--- src/rtl/pmm_pkg.sv ---
package pmm_pkg;
    localparam int unsigned FIELD_W    = 6;
    localparam int unsigned CONN_BIT   = 7;
    localparam int unsigned OVL_BIT    = 6;
    localparam int unsigned WIN_BITS   = 13;

    typedef enum logic [1:0] {
        WIN_LOW  = 2'd0,
        WIN_HIGH = 2'd1,
        WIN_NONE = 2'd2
    } win_e;
endpackage

--- src/rtl/pmm_ctrl_reg.sv ---
module pmm_ctrl_reg #(
    parameter int unsigned BANK_BITS = 2,
    parameter logic [7:0]  REG_ADDR  = 8'hE3
) (
    input  logic                 clk,
    input  logic                 por_n,
    input  logic                 rst_n,
    input  logic                 io_wr,
    input  logic [7:0]           io_addr,
    input  logic [7:0]           io_wdata,
    output logic                 conn_q,
    output logic                 ovl_q,
    output logic [BANK_BITS-1:0] bank_q
);
    import pmm_pkg::*;

    typedef struct packed {
        logic                 conn;
        logic                 ovl;
        logic [BANK_BITS-1:0] bank;
    } state_t;

    state_t st_d, st_q;
    logic   hit;

    assign hit = io_wr && (io_addr == REG_ADDR);

    generate
        if (BANK_BITS < FIELD_W) begin : g_spare
            logic unused_spare;
            assign unused_spare = ^io_wdata[FIELD_W-1:BANK_BITS];
        end
    endgenerate

    always_comb begin
        st_d = st_q;
        if (!rst_n) begin
            st_d.conn = 1'b0;
            st_d.bank = '0;
        end else if (hit) begin
            st_d.conn = io_wdata[CONN_BIT];
            st_d.ovl  = st_q.ovl | io_wdata[OVL_BIT];
            st_d.bank = io_wdata[BANK_BITS-1:0];
        end
    end

    always_ff @(posedge clk or negedge por_n) begin
        if (!por_n) st_q <= '0;
        else        st_q <= st_d;
    end

    assign conn_q = st_q.conn;
    assign ovl_q  = st_q.ovl;
    assign bank_q = st_q.bank;

    assert_load_R1: assert property (@(posedge clk) disable iff (!por_n)
        (hit && rst_n) |=> (conn_q == $past(io_wdata[CONN_BIT]) &&
                            bank_q == $past(io_wdata[BANK_BITS-1:0])));
    assert_soft_reset_R3: assert property (@(posedge clk) disable iff (!por_n)
        !rst_n |=> (!conn_q && bank_q == '0 && ovl_q == $past(ovl_q)));
    assert_sticky_R4: assert property (@(posedge clk) disable iff (!por_n)
        ovl_q |=> ovl_q);
    assert_hold_R1: assert property (@(posedge clk) disable iff (!por_n)
        (!hit && rst_n) |=> $stable({conn_q, ovl_q, bank_q}));
endmodule

--- src/rtl/pmm_window.sv ---
module pmm_window (
    input  logic [15:0]       cpu_addr,
    output pmm_pkg::win_e     win
);
    import pmm_pkg::*;

    always_comb begin
        unique case (cpu_addr[15:13])
            3'd0:    win = WIN_LOW;
            3'd1:    win = WIN_HIGH;
            default: win = WIN_NONE;
        endcase
    end
endmodule

--- src/rtl/pmm_route.sv ---
module pmm_route #(
    parameter int unsigned BANK_BITS = 2
) (
    input  pmm_pkg::win_e              win,
    input  logic                       conn,
    input  logic                       ovl,
    input  logic [BANK_BITS-1:0]       bank,
    input  logic                       paged_in,
    input  logic                       cpu_mreq,
    input  logic                       cpu_wr,
    input  logic [12:0]                low_addr,
    input  logic                       wp_jumper,
    output logic                       host_rom_sel,
    output logic                       rom_sel,
    output logic                       ram_sel,
    output logic                       rom_we,
    output logic                       ram_we,
    output logic [BANK_BITS+12:0]      ram_addr
);
    import pmm_pkg::*;

    localparam logic [BANK_BITS-1:0] LAST_BANK = '1;

    logic                 active;
    logic                 overlay_on;
    logic [BANK_BITS-1:0] bank_sel;

    assign active     = conn | paged_in;
    assign overlay_on = ovl & ~conn;

    always_comb begin
        host_rom_sel = 1'b0;
        rom_sel      = 1'b0;
        ram_sel      = 1'b0;
        rom_we       = 1'b0;
        ram_we       = 1'b0;
        bank_sel     = bank;
        if (cpu_mreq) begin
            unique case (win)
                WIN_LOW: begin
                    if (!active) begin
                        host_rom_sel = 1'b1;
                    end else if (overlay_on) begin
                        ram_sel  = 1'b1;
                        bank_sel = LAST_BANK;
                    end else begin
                        rom_sel = 1'b1;
                        rom_we  = cpu_wr & conn & ~wp_jumper;
                    end
                end
                WIN_HIGH: begin
                    if (active) begin
                        ram_sel = 1'b1;
                        ram_we  = cpu_wr & ~(overlay_on && bank == LAST_BANK);
                    end
                end
                default: ;
            endcase
        end
    end

    assign ram_addr = {bank_sel, low_addr};
endmodule

--- src/rtl/paged_mem_ctrl.sv ---
module paged_mem_ctrl #(
    parameter int unsigned BANK_BITS = 2,
    parameter logic [7:0]  REG_ADDR  = 8'hE3,
    localparam int unsigned RAM_AW   = BANK_BITS + pmm_pkg::WIN_BITS
) (
    input  logic              clk,
    input  logic              por_n,
    input  logic              rst_n,
    input  logic              io_wr,
    input  logic [7:0]        io_addr,
    input  logic [7:0]        io_wdata,
    input  logic              paged_in,
    input  logic              cpu_mreq,
    input  logic              cpu_wr,
    input  logic [15:0]       cpu_addr,
    input  logic              wp_jumper,
    output logic              host_rom_sel,
    output logic              rom_sel,
    output logic              ram_sel,
    output logic              rom_we,
    output logic              ram_we,
    output logic [RAM_AW-1:0] ram_addr
);
    import pmm_pkg::*;

    logic                 conn_q;
    logic                 ovl_q;
    logic [BANK_BITS-1:0] bank_q;
    win_e                 win;

    pmm_ctrl_reg #(.BANK_BITS(BANK_BITS), .REG_ADDR(REG_ADDR)) u_reg (
        .clk(clk), .por_n(por_n), .rst_n(rst_n), .io_wr(io_wr),
        .io_addr(io_addr), .io_wdata(io_wdata),
        .conn_q(conn_q), .ovl_q(ovl_q), .bank_q(bank_q)
    );

    pmm_window u_win (.cpu_addr(cpu_addr), .win(win));

    pmm_route #(.BANK_BITS(BANK_BITS)) u_route (
        .win(win), .conn(conn_q), .ovl(ovl_q), .bank(bank_q),
        .paged_in(paged_in), .cpu_mreq(cpu_mreq), .cpu_wr(cpu_wr),
        .low_addr(cpu_addr[WIN_BITS-1:0]), .wp_jumper(wp_jumper),
        .host_rom_sel(host_rom_sel), .rom_sel(rom_sel), .ram_sel(ram_sel),
        .rom_we(rom_we), .ram_we(ram_we), .ram_addr(ram_addr)
    );

    assert_one_select_R12: assert property (@(posedge clk) disable iff (!por_n)
        $onehot0({host_rom_sel, rom_sel, ram_sel}));
    assert_idle_R5: assert property (@(posedge clk) disable iff (!por_n)
        (!conn_q && !paged_in) |-> (!rom_sel && !ram_sel));
    assert_rom_we_R11: assert property (@(posedge clk) disable iff (!por_n)
        rom_we |-> (conn_q && !wp_jumper && cpu_wr && rom_sel));
    assert_last_bank_prot_R9: assert property (@(posedge clk) disable iff (!por_n)
        (ovl_q && !conn_q && ram_sel && ram_addr[RAM_AW-1 -: BANK_BITS] == '1) |-> !ram_we);
    assert_conn_writable_R10: assert property (@(posedge clk) disable iff (!por_n)
        (conn_q && ram_sel && cpu_wr) |-> ram_we);
endmodule

--- config.mk ---
export PLATFORM = sky130hd
export DESIGN_NAME = paged_mem_ctrl
export DESIGN_NICKNAME = d
export VERILOG_FILES = /design/src/rtl/pmm_pkg.sv /design/src/rtl/pmm_ctrl_reg.sv /design/src/rtl/pmm_window.sv /design/src/rtl/pmm_route.sv /design/src/rtl/paged_mem_ctrl.sv
export SDC_FILE = /design/constraint.sdc
export NUM_CORES = 1
export LEC_CHECK = 0
export BUFFER_PORTS_ARGS = -buffer_cell sky130_fd_sc_hd__buf_2
export CORE_MARGIN = 4
export CORE_UTILIZATION = 30
export CTS_BUF_LIST = sky130_fd_sc_hd__clkbuf_8
export DETAILED_ROUTE_END_ITERATION = 10
export PLACE_DENSITY = 0.81
export SETUP_SLACK_MARGIN = 0.4
export SYNTH_ARGS = -nofsm -noshare
export SYNTH_HDL_FRONTEND = slang
export SYNTH_SLANG_ARGS = --single-unit
--- constraint.sdc ---
create_clock -name clk -period 1.8 [get_ports clk]
set_clock_uncertainty 0.2 [all_clocks]
set_input_delay 0.18 -clock clk [delete_from_list [all_inputs] [get_ports clk]]
set_output_delay 0.18 -clock clk [all_outputs]
set_load 0.02 [all_outputs]
==> metrics.txt <==
drt drc 0; Boundary Pins 60; number of routed nets with antenna violations 0; gr ovfl total 0; Worst VDD drop between 0.6 and 0.7 mV; die area ~2000 µm²; Starting Density about a third; status complete, no violations; IO Port Bufs 29; Post-Syn Nets 87; DRT iter0 DRCs 2; first-pass GRT wire length approximately 1500 µm; overall die width roughly 45 µm; Max clock buf depth 2; clk_lat worst skew around 0.21 ns; Final Cycle Share 90.7%; PwrDens 541 nW/µm²; clock-pin slew on the worst setup and hold paths approximately 0.030 ns; Fillers 120; DRT Wirelength 1020 µm; worst min path class in2reg; Via Count 404; setup violators final 0; core area 1280 µm²; worst reg2reg path depth 3; row cnt 13; Yosys reg bits 4; Rel. slew slack between 70% and 80%; Unique masters post-synth 20; Final nets 114; WHS Path Cells 3; Syn Area/Cell between 8 and 9 µm²; antenna violations before repair 0; GR Util All Layers between 10% and 20%; Area Overhead vs Synth 50.0%; Syn Std Cell Area slightly above 400 µm²; CP endpoint kind output port; max-slew violation count 0; CTS tree yes; total power draw roughly 0.33 mW; DR pass1 iterations 4; RSZ-0062 raised after global routing yes; P_leak roughly 0.31 nW; startpoint types flip-flop; Inserted Diodes 0; Num Clock Sinks 4; crit path DAT about 1.3 ns; layout cells sized above 1 roughly three fifths; MaxCap Viol Count 0; CP Max Fanout 2; CTS root buf clkbuf_8; vias in the first global route roughly 380; CTS Buf Count 3; Max Freq between 0.6 and 0.7 GHz; GPL Wtd Cong between 0.7 and 0.8; final hold violations 0; Synth Instances 47; Die Ht approximately 45 µm; register area share after synthesis approximately 25%; Setup CP Type reg2out; WP data required ~1.4 ns; Warnings, synthesis 0; WL/cell about 12 µm; worst-margin pin slew a little over 0.4 ns; hpwl dp 766 µm; H-tree Lvls 1; setup total negative slack 0 ns; final critical-path required period roughly 1.6 ns; Via-to-Cell Ratio approximately 4.6; largest net degree at the start of global routing 8
## critical path, stage by stage, from the launching register on
cell     delay (ns)
dfrtp_1        0.37
nor2b_4        0.13
and4b_1        0.18
or2_4          0.23
buf_6          0.13
## final timing paths
path	startpoint	endpoint	slack (ns)
min in group asynchronous	por_n	u_reg.bank_q[0]$_DFFE_PN0P_	0.10
worst min register to register	u_reg.bank_q[0]$_DFFE_PN0P_	u_reg.bank_q[0]$_DFFE_PN0P_	0.37
max in group asynchronous	por_n	u_reg.conn_q$_DFFE_PN0P_	1.16
worst min-delay path	io_wdata[0]	u_reg.bank_q[0]$_DFFE_PN0P_	0.02
worst max-delay path	u_reg.ovl_q$_DFFE_PN0P_	ram_addr[13]	0.17
worst max register to register	u_reg.conn_q$_DFFE_PN0P_	u_reg.conn_q$_DFFE_PN0P_	0.74
## metal layers
| metal | vias to the layer above | track usage, % | part of all wire (%) |
|---|---|---|---|
| met3 | 0 | 4.78 | 9.1 |
| met2 | 17 | 15.8 | 51 |
| met5 | - | 0 | 0 |
| li1 | 202 | - | - |
| met4 | 0 | 7.02 | 0 |
| met1 | 185 | 11.0 | 40 |
## cells by family (layout without fill, tap and decap cells)
family	count (synthesis)	in the layout	synth area share [%]
flip-flops	4	4	24.5
multiplexers	3	3	7.36
AO/OA/AOI/OAI	4	4	7.36
AND/OR/NAND/NOR	22	22	35.9
buffers and inverters	14	39	24.8
## registers in the layout (all words and copies together), names as in the netlist
signal and flops:
u_reg.bank_q 2, u_reg.conn_q 1, u_reg.ovl_q 1
## area by class of cell
type,count,area (µm²),share of cell area (%)
Clock buffer,3,41.3,6.75
Inverter,1,3.75,0.613
Multi-Input combinational cell,29,228,37.2
Sequential cell,4,101,16.6
Tap cell,15,18.8,3.07
Timing Repair Buffer,35,219,35.8
## layout by cell type, fill, tap and decap left out, types with 2 or more instances in the layout
| cell | count |
|---|---|
| a21oi_1 | 2 |
| dlygate4sd3_1 | 2 |
| nand3_1 | 2 |
| buf_2 | 24 |
| nor2_1 | 3 |
| buf_6 | 3 |
| clkbuf_8 | 3 |
| nand2_1 | 6 |
| mux2i_1 | 3 |
| dfrtp_1 | 3 |
| or2_4 | 2 |
| buf_4 | 6 |
## where the power goes
group,leakage (nW),switching (mW),internal [mW]
clock network,0.0216,0.0428,0.142
registers,0.0541,0.000473,0.0913
logic,0.234,0.0238,0.0305
total,0.310,0.0670,0.264
## stage by stage
step / hold slack (ns) / instance area [µm²] / util [%] / cells / worst slack [ns]
after detailed placement: -0.208 / 474 / 36.9 / 78 / 0.258
after floorplan: -0.316 / 408 / - / 47 / 0.390
final: 0.0201 / 612 / 47.6 / 87 / 0.167
after CTS: 0.00551 / 581 / 45.2 / 85 / 0.175
after global routing: 0.0217 / 612 / 47.6 / 87 / 0.124
after global placement: -0.213 / 474 / 36.9 / 78 / 0.271
## Yosys cell counts
library cell	n	area share (%)
nand2b_1	1	1.5
and4_1	1	2.1
dfrtp_1	4	25
nor3_1	1	1.2
or2_2	2	3.1
nand2_1	6	5.5
nor3b_2	1	3.1
and4b_1	1	2.5
buf_4	13	24
a21oi_1	2	2.5
nor2b_1	1	1.5
nand3_1	2	2.5
nand3b_1	1	1.8
mux2i_1	3	7.4
o221a_2	1	2.8
nor4_4	1	5.2
inv_1	1	0.92
nand4_2	1	3.1
a31o_1	1	2.1
nor2_1	3	2.8
## timing repair
action	in CTS	in global routing
pin swaps	2	1
resized for setup	11	3
hold buffers	1	1
endpoints found under the setup margin	5	7
buffers inserted	3	1
endpoints found under the hold margin	4	1
Note: power is estimated with default switching activity, not from simulation.
